## src/rtl/sr_ctrl.sv

```systemverilog
module sr_ctrl (
  input  logic        clk,
  input  logic        rst_n,
  input  logic        wr_en,
  input  logic [1:0]  wr_mask,
  input  logic [15:0] wr_data,
  input  logic        retire,
  input  logic        flow_chg,
  input  logic [2:0]  irq_lvl,
  output logic [15:0] sr_q,
  output logic        priv_viol,
  output logic        irq_take,
  output logic        trace_req,
  output logic        ssp_sel
);
  localparam logic [2:0] TOP_LVL = 3'd7;

  logic [1:0] trc_q;
  logic       sup_q;
  logic [2:0] msk_q;
  logic [4:0] cc_q;
  logic [2:0] prev_q;
  logic       sys_wr;
  logic       top_edge;

  assign sr_q      = {trc_q, sup_q, 2'b00, msk_q, 3'b000, cc_q};
  assign ssp_sel   = sup_q;
  assign sys_wr    = wr_en & wr_mask[1];
  assign priv_viol = sys_wr & ~sup_q;
  assign top_edge  = (irq_lvl == TOP_LVL) && (prev_q != TOP_LVL);
  assign irq_take  = (irq_lvl > msk_q) || top_edge;
  assign trace_req = retire & (trc_q[1] | (trc_q[0] & flow_chg));

  always_ff @(posedge clk or negedge rst_n) begin
    if (!rst_n) begin
      trc_q  <= 2'b00;
      sup_q  <= 1'b1;
      msk_q  <= TOP_LVL;
      cc_q   <= 5'd0;
      prev_q <= 3'd0;
    end else begin
      prev_q <= irq_lvl;
      if (wr_en && wr_mask[0]) cc_q <= wr_data[4:0];
      if (irq_take) begin
        trc_q <= 2'b00;
        sup_q <= 1'b1;
        msk_q <= irq_lvl;
      end else if (sys_wr && sup_q) begin
        trc_q <= wr_data[15:14];
        sup_q <= wr_data[13];
        msk_q <= wr_data[10:8];
      end
    end
  end
endmodule


```

## config.mk

```make
export PLATFORM = sky130hd
export DESIGN_NAME = sr_ctrl
export DESIGN_NICKNAME = d
export VERILOG_FILES = /design/src/rtl/sr_ctrl.sv
export SDC_FILE = /design/constraint.sdc
export NUM_CORES = 1
export LEC_CHECK = 0
export ABC_CLOCK_PERIOD_IN_PS = 1800
export BUFFER_PORTS_ARGS = -buffer_cell sky130_fd_sc_hd__buf_2
export CORE_UTILIZATION = 42
export CTS_BUF_LIST = sky130_fd_sc_hd__clkbuf_2 sky130_fd_sc_hd__clkbuf_4 sky130_fd_sc_hd__clkbuf_8
export CTS_CLUSTER_DIAMETER = 30
export DETAILED_ROUTE_END_ITERATION = 10
export PLACE_DENSITY = 0.87
export SYNTH_ARGS = -nofsm -noshare
export SYNTH_HDL_FRONTEND = slang
export SYNTH_SLANG_ARGS = --single-unit
```

## constraint.sdc

```tcl
create_clock -name clk -period 1.8 [get_ports clk]
set_input_delay 0.18 -clock clk [delete_from_list [all_inputs] [get_ports clk]]
set_output_delay 0.18 -clock clk [all_outputs]
set_load 0.1 [all_outputs]
```

* Word-level counts from Yosys, hierarchy flattened
Cells that the tools add are included.
Word-level totals: register bits 14
Operators by class: $lt $le $gt $ge 1, eq/ne operators 2, muxes and demuxes 6, bitwise logic cells 6, reduce and logical (&&, ||, !) cells 5
Operators by type and width (number):
- 2-to-1 mux 3 bit | 2
- AND 1 bit | 4
- 2-to-1 mux 2 bit | 2
- equality test 3 bit, second input constant | 1
- greater-than comparator 3 bit | 1
- logical AND 1 bit | 3
- != test 3 bit, second input constant | 1
- 2-to-1 mux 1 bit | 2
- nonzero test 2 bit | 1
- logical OR 1 bit | 1
- inverter 1 bit | 1
- bitwise OR 1 bit | 1

* Longest topological paths before layout
word-level depth 4, gate-level depth with buffers 6

* Least setup slack after synthesis
OpenSTA, ideal clock, no wires.
path type register to register, start point register msk_q[1], end point register msk_q[2], library setup time 0.082 ns, data arrival time 2.815 ns, required time 1.718 ns, slack -1.097 ns, stages on the path, launching flop included 7, cells stage by stage dfstp_2 > inv_1 > ha_1 > nand3_1 > o21ai_0 > o21ai_2 > mux2_2
On the way: longest elaborated chain between the ends 3, elaborated cells on any way between the ends 4, classes of those cells order compare: 1; mux: 1; reduce/logical: 2
Ends and longest elaborated chain:
- from (decl) | RTL line 20 | logic [2:0] msk_q;
- from (signal assigned) | RTL line 47 | msk_q <= irq_lvl;
- from (signal assigned) | RTL line 51 | msk_q <= wr_data[10:8];
- greater-than comparator 3 bit (*) | RTL line 31 | assign irq_take = (irq_lvl > msk_q) || top_edge;
- logical OR 1 bit (*) | RTL line 31
- named net irq_take | RTL line 12 | output logic irq_take,
- 2-to-1 mux 3 bit or nonzero test 2 bit (tied branches)
Mark *: on every way through the listed nets, which the timed path passes. The rest lies on a longest branch. A chain may end at the register's enable or synchronous reset.

* Worst setup path in the final report
start point register msk_q[1], end point output port irq_take
On the way: longest elaborated chain between the ends 2
Ends and longest elaborated chain (RTL line):
- greater-than comparator 3 bit | 31
- logical OR 1 bit | 31
- to (decl) | 12
No other way between the ends.

==> reports/metrics.yaml <==
run_status:
  status: "finished with violations"
  violations: "setup timing"
synth:
  synth_area_um2: 705.7
  ys_warn_count: 0
  ys_seq_area_share_pct: 50.35
  ys_ff_latch: 14
  yosysTopAreaCell: "dfrtp_1"
  yosys.area.top_type_share_pct: 35.46
  synth.distinct_cells: 22
  synth.area.top_cells: "dfrtp_1 (35%), dfstp_2 (15%), mux2_2 (9.6%)"
  syn_inst: 60
  syn_avg_cell_area_um2: 11.76
sta:
  hold_viol_final: 0
  fmax_mhz: 522.6
  setup_viol: 2
  post-route-period-util_pct: 106.3
  timing.final.ws_setup_ps: -113.7
  post-route-min-period_ps: 1914
  slew_violations: 0
  rsz0062_at_grt: "yes"
  finalClockSkew_ps: 11.39
setup_path:
  path_class: "flip-flop to primary output"
  crit_path_cell_trace: "inv_4, ha_4, a211oi_4, o21ai_4, buf_12"
  path_max_fanout: 2
  crit_slowest_cell: "dfstp_4"
  crit_required_ps: 1620
  end_kind: "primary output"
  worst_ep_arrival_time_ps: 1730
  max_stage_delay_ps: 630
  start_kind: "flip-flop"
cells_and_area:
  final_nets: 131
  final_layout_size_suffix_gt1_share_pct: 66.34
  fin_cells: 117
  area_growth_pct: 46.10
  fin_area_um2: 1031
  antenna_cells: 0
  final_cell_mix: "buf_2 (34), dfrtp_1 (8), mux2_2 (5), conb_1 (5)"
  final_common_cell: "buf_2"
cts:
  cts_buffers: 3
  h-tree-depth: 1
  cts_sinks: 14
  cts_root_buf: "clkbuf_4"
  clkLatencyLatePin_ps: 280
  clk_path_buf_depth: 2
  cts_tree: "built"
  path_clk_slew_ps: 90
routing:
  viasPerCell: 4.974
  drt_iter0_markers: 4
  dr.pass1.iters: 2
  ant_nets: 0
  wl_per_cell_um: 12.42
  wl_um: 1453
  drcViolationCount: 0
  routed-via-count: 582
placed_design:
  dp_hpwl_um: 1156
  placed_cell_area_um2: 957.2
  place_congestion: 0.6844
  io_buffers: 35
  dp.cells: 109
global_routing:
  antenna_found_initial: 0
  grt_max_degree: 15
  grt_pass1_vias: 563
  use_met2_pct: 32.12
  grt_use_met3_pct: 5.106
  track_usage_pct: 17.91
  grtUsageMet1_pct: 20.44
  grt_overflow: 0
  grt_pass1_wl_um: 2401
  grt.busiest_layer: "met2"
floorplanning:
  fp-row-count: 14
  die_x_um: 42.99
  die_area_um2: 1848
  die_h_um: 42.99
  fp.coreArea_um2: 1541
  start_util_pct: 45.78
  io-pin-count: 46
job:
  drv_cap: 0
hold_path:
  hold_path.class: "input pin to flip-flop"
## metal layers
layer / routed length [µm] / vias up
met4: 22 / 0
met2: 748 / 29
met5: 0 / -
li1: - / 282
met3: 107 / 2
met1: 575 / 269
## state kept, by name (all words and copies together), names as in the netlist
name and flops:
msk_q 3, ssp_sel 1, trc_q 2, prev_q 3
cc_q 5
## cells by family after synthesis
family	after synthesis	share of synthesized area [%]
other cells	1	0.5314
compound gates	7	6.737
fa+ha+maj	3	5.320
mux	11	17.37
buf+inv	10	8.510
simple gates	14	11.17
flops	14	50.35
## through the flow
| step | hold WS, ps | TNS [ps] | util, % | worst slack (ps) |
|---|---|---|---|---|
| floorplan | -115.6 | -1689 | - | -476.4 |
| global placement | 78.98 | 0 | 62.09 | 91.70 |
| detailed placement | 89.28 | 0 | 62.09 | 47.50 |
| CTS | 30.46 | -122.7 | 66.15 | -121.5 |
| global route | 16.51 | -379.0 | 66.88 | -196.3 |
| finish | 35.86 | -206.7 | 66.88 | -113.7 |
## cells in the mapped netlist, drive strengths merged
cell type	number
a211oi	1
a21oi	1
a31oi	1
buf	6
conb	1
dfrtp	10
dfstp	4
ha	3
inv	4
mux2	7
mux2i	4
nand2	3
nand3	4
nand4	1
nor2	3
nor2b	1
nor3	1
o21ai	4
or2	1
## worst paths after layout
kind                                 start         to  slack [ps]  cells past startpoint
worst max-delay path              msk_q[1]   irq_take        -110                      5
worst min-delay path            irq_lvl[0]  prev_q[0]          40                      1
worst max register to register    msk_q[1]   msk_q[2]         -90                      7
worst min register to register     cc_q[3]    cc_q[3]         500                      1
max in group asynchronous            rst_n   msk_q[0]        1210                      2
min in group asynchronous            rst_n  prev_q[0]         310                      2
## final cells by class
cell class | count | area (µm²)
well taps | 16 | 20.02
inverters | 4 | 17.52
clock buffers | 4 | 30.03
fillers | 127 | 510.5
repair buffers | 39 | 226.5
multi-input cells | 40 | 367.9
flip-flops and latches | 14 | 369.1
## critical path: cells and delay by family, from the launching register on
kind,cells,cell delay [ps]
DFF,1,630
adders and majority gates,1,220
buffers and inverters,2,220
AOI/OAI and AO/OA,2,380
## timing repair
| action | CTS | global route |
|---|---|---|
| endpoints found under the setup margin | 1 | 2 |
| pin swaps | 2 | 0 |
| buffers inserted | 2 | 1 |
| hold buffers | 1 | 0 |
| endpoints found under the hold margin | 10 | 0 |
| gates resized for setup | 1 | 1 |
Power is left out: the tool's default activity adds up to more than one toggle a clock period on the data nets, which glitch-free logic cannot reach.
